File: config.mk
export PLATFORM = sky130hd
export DESIGN_NAME = line_fill_seq
export DESIGN_NICKNAME = d
export VERILOG_FILES = /design/src/rtl/lfs_pkg.sv /design/src/rtl/lfs_timer.sv /design/src/rtl/lfs_issue.sv /design/src/rtl/lfs_linebuf.sv /design/src/rtl/line_fill_seq.sv
export SDC_FILE = /design/constraint.sdc
export NUM_CORES = 1
export LEC_CHECK = 0
export BUFFER_PORTS_ARGS = -buffer_cell sky130_fd_sc_hd__buf_2
export CORE_AREA = 8 8 190 192
export CTS_CLUSTER_DIAMETER = 150
export DETAILED_ROUTE_END_ITERATION = 12
export DIE_AREA = 0 0 198 200
export PLACE_DENSITY = 0.65
export SETUP_SLACK_MARGIN = 0.2
export SLEW_MARGIN = 10
export SYNTH_ARGS = -nofsm -noshare
export SYNTH_HDL_FRONTEND = slang
export SYNTH_SLANG_ARGS = --single-unit
File: constraint.sdc
create_clock -name clk -period 3.21 [get_ports clk]
set_clock_uncertainty 0.05 [all_clocks]
set_input_delay 0.4815 -clock clk [delete_from_list [all_inputs] [get_ports clk]]
set_output_delay 0.4815 -clock clk [all_outputs]
set_load 0.05 [all_outputs]
File: src/rtl/lfs_pkg.sv
package lfs_pkg;

   // cycle (counted from the accepting edge) in which beat k is requested
   function automatic int req_slot(input int k, input int gap);
      return k * gap;
   endfunction

   // cycle in which the returning data of beat k is sampled into the buffer
   function automatic int cap_slot(input int k, input int first, input int gap);
      return first - 1 + k * gap;
   endfunction

   // number of busy cycles for one complete line
   function automatic int fill_span(input int beats, input int first, input int gap);
      return first + gap * (beats - 1);
   endfunction

endpackage

File: src/rtl/lfs_timer.sv
module lfs_timer
   import lfs_pkg::*;
#(
   parameter int BEATS     = 4,
   parameter int FIRST_LAT = 9,
   parameter int BEAT_GAP  = 2
) (
   input  logic             clk,
   input  logic             rst,
   input  logic             start,
   output logic             busy,
   output logic [BEATS-1:0] req_hit,
   output logic [BEATS-1:0] cap_hit
);
   localparam int SPAN  = fill_span(BEATS, FIRST_LAT, BEAT_GAP);
   localparam int CNT_W = $clog2(SPAN + 1);
   localparam int LAST  = SPAN - 1;

   logic [CNT_W-1:0] cnt_q;
   logic             busy_q;

   always_ff @(posedge clk) begin
      if (rst) begin
         busy_q <= 1'b0;
         cnt_q  <= '0;
      end else if (start) begin
         busy_q <= 1'b1;
         cnt_q  <= '0;
      end else if (busy_q) begin
         cnt_q <= cnt_q + 1'b1;
         if (cnt_q == CNT_W'(LAST)) busy_q <= 1'b0;
      end
   end

   assign busy = busy_q;

   for (genvar k = 0; k < BEATS; k++) begin : g_slot
      assign req_hit[k] = busy_q && (cnt_q == CNT_W'(req_slot(k, BEAT_GAP)));
      assign cap_hit[k] = busy_q && (cnt_q == CNT_W'(cap_slot(k, FIRST_LAT, BEAT_GAP)));
   end


   cnt_range_chk: assert property (@(posedge clk) disable iff (rst)
      busy_q |-> (cnt_q <= CNT_W'(LAST)));


   no_restart_chk: assert property (@(posedge clk) disable iff (rst)
      busy_q |-> !start);

endmodule

File: src/rtl/lfs_issue.sv
module lfs_issue #(
   parameter int BEATS  = 4,
   parameter int BEAT_W = 64,
   parameter int ADDR_W = 32
) (
   input  logic              clk,
   input  logic              rst,
   input  logic              busy,
   input  logic [BEATS-1:0]  req_hit,
   input  logic [ADDR_W-1:0] line_base,
   output logic              l2_rd_en,
   output logic [ADDR_W-1:0] l2_rd_addr
);
   localparam int IDX_W   = $clog2(BEATS);
   localparam int BYTE_SH = $clog2(BEAT_W / 8);

   logic [IDX_W-1:0] req_idx;

   always_comb begin
      req_idx = '0;
      for (int k = 0; k < BEATS; k++) begin
         if (req_hit[k]) req_idx = req_idx | IDX_W'(k);
      end
   end

   assign l2_rd_en   = |req_hit;
   assign l2_rd_addr = line_base | (ADDR_W'(req_idx) << BYTE_SH);


   req_onehot_chk: assert property (@(posedge clk) disable iff (rst)
      $onehot0(req_hit));


   req_busy_chk: assert property (@(posedge clk) disable iff (rst)
      l2_rd_en |-> busy);

endmodule

File: src/rtl/lfs_linebuf.sv
module lfs_linebuf #(
   parameter int BEATS  = 4,
   parameter int BEAT_W = 64
) (
   input  logic                    clk,
   input  logic                    rst,
   input  logic                    clear,
   input  logic [BEATS-1:0]        cap_hit,
   input  logic [BEAT_W-1:0]       rdata,
   output logic                    beat_valid,
   output logic [$clog2(BEATS)-1:0] beat_idx,
   output logic [BEAT_W-1:0]       beat_data,
   output logic [BEATS-1:0]        beat_have,
   output logic                    line_done,
   output logic [BEATS*BEAT_W-1:0] line_data
);
   localparam int IDX_W = $clog2(BEATS);

   logic [BEAT_W-1:0] slot_q [BEATS];
   logic [BEATS-1:0]  have_q;
   logic [IDX_W-1:0]  cap_idx;

   for (genvar k = 0; k < BEATS; k++) begin : g_slot
      always_ff @(posedge clk) begin
         if (rst) begin
            slot_q[k] <= '0;
            have_q[k] <= 1'b0;
         end else begin
            if (clear)           have_q[k] <= 1'b0;
            else if (cap_hit[k]) have_q[k] <= 1'b1;
            if (cap_hit[k])      slot_q[k] <= rdata;
         end
      end
      assign line_data[k*BEAT_W +: BEAT_W] = slot_q[k];
   end

   always_comb begin
      cap_idx = '0;
      for (int k = 0; k < BEATS; k++) begin
         if (cap_hit[k]) cap_idx = cap_idx | IDX_W'(k);
      end
   end

   always_ff @(posedge clk) begin
      if (rst) begin
         beat_valid <= 1'b0;
         beat_idx   <= '0;
         beat_data  <= '0;
         line_done  <= 1'b0;
      end else begin
         beat_valid <= |cap_hit;
         line_done  <= cap_hit[BEATS-1];
         if (|cap_hit) begin
            beat_idx  <= cap_idx;
            beat_data <= rdata;
         end
      end
   end

   assign beat_have = have_q;


   strobe_pulse_chk: assert property (@(posedge clk) disable iff (rst)
      (beat_valid && beat_idx != IDX_W'(BEATS - 1)) |=> !beat_valid);


   have_mark_chk: assert property (@(posedge clk) disable iff (rst)
      beat_valid |-> beat_have[beat_idx]);


   done_last_chk: assert property (@(posedge clk) disable iff (rst)
      line_done |-> (beat_valid && beat_idx == IDX_W'(BEATS - 1) && (&beat_have)));

endmodule

File: src/rtl/line_fill_seq.sv
module line_fill_seq #(
   parameter int BEATS     = 4,
   parameter int BEAT_W    = 64,
   parameter int ADDR_W    = 32,
   parameter int WAY_W     = 2,
   parameter int FIRST_LAT = 9,
   parameter int BEAT_GAP  = 2,
   localparam int IDX_W    = $clog2(BEATS),
   localparam int LINE_W   = BEATS * BEAT_W
) (
   input  logic              clk,
   input  logic              rst,
   input  logic              miss_valid,
   output logic              miss_ready,
   input  logic [ADDR_W-1:0] miss_addr,
   input  logic [WAY_W-1:0]  miss_way,
   input  logic              miss_is_instr,
   output logic              l2_rd_en,
   output logic [ADDR_W-1:0] l2_rd_addr,
   input  logic [BEAT_W-1:0] l2_rdata,
   output logic              beat_valid,
   output logic [IDX_W-1:0]  beat_idx,
   output logic [BEAT_W-1:0] beat_data,
   output logic [BEATS-1:0]  beat_have,
   output logic              line_done,
   output logic [LINE_W-1:0] line_data,
   output logic [WAY_W-1:0]  fill_way,
   output logic              fill_is_instr,
   output logic [ADDR_W-1:0] fill_addr
);
   localparam int OFF_W = $clog2(LINE_W / 8);

   if (BEATS < 2 || (1 << IDX_W) != BEATS) begin : g_bad_beats
      $error("BEATS must be a power of two and at least 2");
   end
   if (BEAT_W < 8 || (BEAT_W % 8) != 0 || (1 << $clog2(BEAT_W)) != BEAT_W) begin : g_bad_width
      $error("BEAT_W must be a power of two number of bytes");
   end
   if (BEAT_GAP < 1 || FIRST_LAT < 2) begin : g_bad_sched
      $error("BEAT_GAP must be >= 1 and FIRST_LAT >= 2");
   end
   if (ADDR_W <= OFF_W) begin : g_bad_addr
      $error("ADDR_W too narrow for the line size");
   end

   logic             busy;
   logic             accept;
   logic [BEATS-1:0] req_hit;
   logic [BEATS-1:0] cap_hit;

   assign miss_ready = !busy;
   assign accept     = miss_valid && !busy;

   always_ff @(posedge clk) begin
      if (rst) begin
         fill_addr     <= '0;
         fill_way      <= '0;
         fill_is_instr <= 1'b0;
      end else if (accept) begin
         fill_addr     <= {miss_addr[ADDR_W-1:OFF_W], OFF_W'(0)};
         fill_way      <= miss_way;
         fill_is_instr <= miss_is_instr;
      end
   end

   lfs_timer #(
      .BEATS     (BEATS),
      .FIRST_LAT (FIRST_LAT),
      .BEAT_GAP  (BEAT_GAP)
   ) u_timer (
      .clk     (clk),
      .rst     (rst),
      .start   (accept),
      .busy    (busy),
      .req_hit (req_hit),
      .cap_hit (cap_hit)
   );

   lfs_issue #(
      .BEATS  (BEATS),
      .BEAT_W (BEAT_W),
      .ADDR_W (ADDR_W)
   ) u_issue (
      .clk        (clk),
      .rst        (rst),
      .busy       (busy),
      .req_hit    (req_hit),
      .line_base  (fill_addr),
      .l2_rd_en   (l2_rd_en),
      .l2_rd_addr (l2_rd_addr)
   );

   lfs_linebuf #(
      .BEATS  (BEATS),
      .BEAT_W (BEAT_W)
   ) u_buf (
      .clk        (clk),
      .rst        (rst),
      .clear      (accept),
      .cap_hit    (cap_hit),
      .rdata      (l2_rdata),
      .beat_valid (beat_valid),
      .beat_idx   (beat_idx),
      .beat_data  (beat_data),
      .beat_have  (beat_have),
      .line_done  (line_done),
      .line_data  (line_data)
   );


   fill_hold_chk: assert property (@(posedge clk) disable iff (rst)
      (busy && !$past(accept)) |-> ($stable(fill_addr) && $stable(fill_way)));


   accept_busy_chk: assert property (@(posedge clk) disable iff (rst)
      accept |=> !miss_ready);


   aligned_chk: assert property (@(posedge clk) disable iff (rst)
      fill_addr[OFF_W-1:0] == '0);

endmodule

# [Word-level counts from Yosys, hierarchy flattened]
# Memory sizes are Yosys's and may differ from the RTL's.
# Cells that the tools add are included.
[totals] reg_bits=107 ramBits=256 input_bits=102 wordCells=68 n_memories=1
[classes] n_addsub=1 eq_ne=7 mux=27 bitwise_logic=5 reduce_logical=14
[memory_table] memory="u_buf.slot_q" words=4 width=64 read_ports=4 rd_ports_with_merged_regs=0 wr=4 line_no="lfs_linebuf.sv:19" rtl="logic [BEAT_W-1:0] slot_q [BEATS];"
[op_table] op="64-bit two-way mux" count=4
[op_table] op="32-bit by 5-bit OR with 32-bit output" count=1
[op_table] op="1-bit two-way mux" count=19
[op_table] op="4-bit equality test, second input constant" count=4
[op_table] op="1-bit logical AND" count=9
[op_table] op="4-bit by 3-bit equality test with 1-bit output, second input constant" count=2
[op_table] op="2-bit two-way mux" count=4
[op_table] op="4-bit OR reduction" count=2
[op_table] op="4-bit by 1-bit adder with 4-bit output, second input constant" count=1
[op_table] op="4-bit by 2-bit equality test with 1-bit output, second input constant" count=1
[op_table] op="4-bit logical NOT" count=1
[op_table] op="1-bit OR" count=4
[op_table] op="2-bit OR reduction" count=1
[op_table] op="1-bit logical NOT" count=1

# [Logic depth before layout (Yosys ltp)]
[depth] depth_word=6 depth_mapped=8 depth_no_buf=5

# [Cells and area by module]
# From an unflattened synthesis, not the netlist that was laid out.
[unflattened] hier_cells=1063 area_unflattened_um2=14580.2
[by_module_without_submodules] module="lfs_linebuf" n_inst=1 cells_per_inst=847 area_per_inst_um2=12560.8 seq_area_each_um2=9128.8
[by_module_without_submodules] module="line_fill_seq" n_inst=1 cells_per_inst=143 area_per_inst_um2=1451.4 seq_area_each_um2=600.6
[by_module_without_submodules] module="lfs_timer" n_inst=1 cells_per_inst=40 area_per_inst_um2=320.3 seq_area_each_um2=100.1
[by_module_without_submodules] module="lfs_issue" n_inst=1 cells_per_inst=33 area_per_inst_um2=247.7 seq_area_each_um2=0.0

# [Least setup slack after synthesis]
# No wires, ideal clock.
[synth_path] kind="register to output" start="register u_timer.busy_q, in the netlist u_timer.busy" end="output l2_rd_addr[4]" arrival_time_ns=2.630 t_required_ns=2.678 slack_ns=0.048 path_stages_with_launch=6 path_cell_list="dfxtp_1 buf_2 buf_2 inv_1 nor3_1 and2_1"
[synth_between] elab_chain_len=4 elab_cells_between_ends=5
[synth_lines] element="start: declaration" line_no="lfs_timer.sv:20" rtl="logic busy_q;"
[synth_lines] element="start signal: assignment" line_no="lfs_timer.sv:24" rtl="busy_q <= 1'b0;"
[synth_lines] element="start signal: assignment" line_no="lfs_timer.sv:27" rtl="busy_q <= 1'b1;"
[synth_lines] element="start signal: assignment" line_no="lfs_timer.sv:31" rtl="if (cnt_q == CNT_W'(LAST)) busy_q <= 1'b0;"
[synth_lines] element="1-bit logical AND" line_no="lfs_timer.sv:38" rtl="assign req_hit[k] = busy_q && (cnt_q == CNT_W'(req_slot(k, BEAT_GAP)));"
[synth_lines] element="2-bit two-way mux" line_no="lfs_issue.sv:22" rtl="if (req_hit[k]) req_idx = req_idx | IDX_W'(k);"
[synth_lines] element="2-bit two-way mux (*)" line_no="lfs_issue.sv:22"
[synth_lines] element="32-bit by 5-bit OR with 32-bit output (*)" line_no="lfs_issue.sv:27" rtl="assign l2_rd_addr = line_base | (ADDR_W'(req_idx) << BYTE_SH);"
[synth_lines] element="end: declaration" line_no="line_fill_seq.sv:19" rtl="output logic [ADDR_W-1:0] l2_rd_addr,"
# Mark *: on every way between the ends. The rest lies on a longest branch, timed or not.

# [Worst setup path in the final report]
[layout_path] start="register u_timer.cnt_q[0]" end="output l2_rd_addr[3]"
[layout_between] elab_chain_len=6 elab_cells_between_ends=8
[layout_lines] element="start: declaration" line_no="lfs_timer.sv:19" rtl="logic [CNT_W-1:0] cnt_q;"
[layout_lines] element="start signal: assignment" line_no="lfs_timer.sv:30" rtl="cnt_q <= cnt_q + 1'b1;"
[layout_lines] element="4-bit by 2-bit equality test with 1-bit output" line_no="lfs_timer.sv:38"
[layout_lines] element="1-bit logical AND" line_no="lfs_timer.sv:38"
[layout_lines] element="1-bit two-way mux" line_no="lfs_issue.sv:22"
[layout_lines] element="2-bit two-way mux" line_no="lfs_issue.sv:22"
[layout_lines] element="2-bit two-way mux (*)" line_no="lfs_issue.sv:22"
[layout_lines] element="32-bit by 5-bit OR with 32-bit output (*)" line_no="lfs_issue.sv:27"
# Marks and branches as above.

==> impl_metrics.env <==
export IMPL_yosysWarnings=0
export IMPL_fin_crit_sh_pct=88.40
export IMPL_io_pins=499
export IMPL_design_area_um2=17380
export IMPL_finalHoldViolCount=0
export IMPL_die_area_um2=39600
export IMPL_placed_cells=2045
export IMPL_path_clk_slew_ns=0.06
export IMPL_postCtsSetupBuffers=0
export IMPL_arrival_ns=2.31
export IMPL_numCtsBuffers=39
export IMPL_cts_root_buf="clkbuf_16"
export IMPL_cts_hold_buffers=0
export IMPL_hold_ws_ns=0.1507
export IMPL_die_height_um=200
export IMPL_crit_start="u_timer.cnt_q[0]$_SDFFE_PP0P_"
export IMPL_wl_met1_mm=16.66
export IMPL_cts_max_level=2
export IMPL_detail_route_first_pass_iterations=5
export IMPL_leakage_uw=0.007403
export IMPL_crit_path_max_fanout=42
export IMPL_grt_pass1_vias=10410
export IMPL_cp_start_kind="flip-flop"
export IMPL_finalNetCount=1743
export IMPL_antenna_found_initial=2
export IMPL_place_congestion=0.8143
export IMPL_area_growth_pct=29.48
export IMPL_topRoutingLayerUsed="met4"
export IMPL_die_w_um=198
export IMPL_syn_mean_instance_area_um2=11.22
export IMPL_overflow=0
export IMPL_cp_common_cell="inv_1"
export IMPL_period_needed_ns=2.838
export IMPL_dp_hpwl_mm=30.26
export IMPL_viasPerCell=4.864
export IMPL_layout_drive_gt1_share_pct=34.35
export IMPL_min_from="miss_addr[21]"
export IMPL_grt_use_total_pct=20.98
export IMPL_powerDensity_nw_per_um2=610.8
export IMPL_relSlewSlack_pct=53.12
export IMPL_drc_errors=0
export IMPL_routed_wl_mm=43.52
export IMPL_start_util_pct=40.53
export IMPL_num_vias=10300
export IMPL_cp_num_buf_inv=3
export IMPL_fin_cells=2118
export IMPL_critical_path_slowest_cell="ha_4"
export IMPL_io_buffers=485
export IMPL_max_cap_violations=0
export IMPL_final_util_pct=52.48
export IMPL_antenna_left=0
export IMPL_cp_end_kind="primary output"
export IMPL_final_common_cell="buf_2"
export IMPL_wl_met2_mm=21.45
export IMPL_max_stage_delay_ns=0.54
export IMPL_hp_class="input pin to flip-flop"
export IMPL_slew_violations=0
export IMPL_grt_setup_unrepaired="no"
export IMPL_insertion_delay_ns=0.52
export IMPL_finalSetupTns_ns=0
export IMPL_wl_met3_mm=3.799
export IMPL_synth_area_um2=13420
export IMPL_ys_types=34
export IMPL_worst_pin_slew_ns=0.7031
export IMPL_grt_pass1_wl_mm=63.45
export IMPL_syn_inst=1196
export IMPL_ys_ff_latch=363
export IMPL_cp_cell_sequence="inv_1 -> ha_4 -> inv_1 -> nor3_1 -> buf_2"
export IMPL_setup_viol=0
export IMPL_core_area_um2=33110
export IMPL_fillerInstances=2947
export IMPL_avgRoutedWirePerCell_um=20.55
export IMPL_reg2reg_from="u_timer.cnt_q[0]$_SDFFE_PP0P_"
export IMPL_cp_required_ns=2.68
export IMPL_clock_path_buffers=3
export IMPL_place_area_um2=16150
export IMPL_cts_sinks=363
export IMPL_status="finished clean"
export IMPL_drt_initial_drc_count=684
export IMPL_grt_max_degree=80
export IMPL_cts_tree="done"
export IMPL_ir_drop_uv=399.7
export IMPL_max_freq_mhz=352.4
export IMPL_ctsResizeCount=0
export IMPL_layout_common_cells="484 x buf_2, 317 x nand2_1, 264 x nor2_1"
export IMPL_critPathTopFamily="buffers and inverters"
export IMPL_critical_path_class="flip-flop to primary output"
export IMPL_ys_seq_area_share_pct=73.24
export IMPL_fp_row_count=67
[report_power, final]
part	internal [uW]	switching, uW
Combinational	213	931
Clock	2500	1790
Sequential	5130	54.7
[tightest hold or removal path: cells and delay by family]
family / cells / cell delay (ns)
AND/OR/NAND/NOR: 1 / 0.04
buffers and inverters: 1 / 0.10
AO/OA/AOI/OAI: 1 / 0.05
[flip-flops by register name, indices dropped and copies added, names as in the netlist]
register and flops:
fill_addr 27, fill_is_instr 1, fill_way 2, u_buf.beat_data 64, u_buf.beat_have 4, u_buf.beat_idx 2, u_buf.beat_valid 1, u_buf.line_done 1
u_buf.slot_q 256, u_timer.busy 1, u_timer.cnt_q 4
[per-stage QoR]
step / total power [uW] / setup WS [ns]
final: 10610 / 0.3723
after global routing: 10940 / 0.2231
after CTS: 10700 / 0.3516
after detailed placement: 6435 / 0.6801
after global placement: 6428 / 0.6758
after floorplan: 6087 / 0.2782
[cells by family after synthesis]
family	share of synthesized area, %
flops	73.24
buf+inv	4.801
compound gates	4.056
xor+xnor	0.1958
simple gates	17.32
other cells	0.02794
fa+ha+maj	0.2797
mux	0.07459
[path summary, 6_finish.rpt]
| path | to | slack, ns | cells after the start |
|---|---|---|---|
| setup / recovery | l2_rd_addr[3] | 0.37 | 5 |
| hold / removal | fill_addr[21]$_SDFFE_PP0P_ | 0.15 | 3 |
| setup reg to reg | u_buf.slot_q[3][26]$_SDFFCE_PN0P_ | 0.71 | 5 |
| hold reg to reg | u_buf.beat_data[14]$_SDFFE_PP0P_ | 0.40 | 2 |
[synthesized netlist by cell type]
cell type	count	area, um^2
nand2_1	317	1190
nor2_1	264	991.0
edfxtp_1	256	7687
dfxtp_1	107	2142
a21oi_1	97	485.5
clkbuf_1	42	157.7
buf_4	35	262.8
buf_2	23	115.1
buf_1	7	26.28
buf_6	6	67.56
and2_1	5	31.28
inv_1	4	15.01
and3_1	3	18.77
ha_1	3	37.54
nor3_1	3	15.01
nand2b_1	2	12.51
nand3_1	2	10.01
o21a_1	2	15.01
or2_2	2	12.51
xor2_1	2	17.52
a21o_1	1	7.510
a41o_1	1	10.01
a41oi_1	1	8.760
conb_1	1	3.750
mux2i_1	1	10.01
nand4_1	1	6.260
nand4b_1	1	8.760
nor2b_1	1	6.260
nor3b_1	1	7.510
nor4b_1	1	8.760
o211a_1	1	10.01
o211ai_1	1	7.510
or3_1	1	6.260
xnor2_1	1	8.760
[layout make-up]
cell class              count  area (um^2)  area share (%)
repair buffers            507         2708           15.58
well taps                 448        560.5           3.226
diodes                      2        5.005         0.02880
flip-flops and latches    363         9829           56.57
clock inverters            13        100.1          0.5760
clock buffers              58         1117           6.430
multi-input cells         723         3042           17.50
inverters                   4        15.01         0.08641
[routing by layer]
layer  global-route usage [%]  vias up
met5                        0        -
met4                    8.628        0
met3                    5.566       86
met2                    35.79      536
met1                    25.03     4875
li1                         -     4805
No activity file was read; power rests on OpenSTA's default activity.
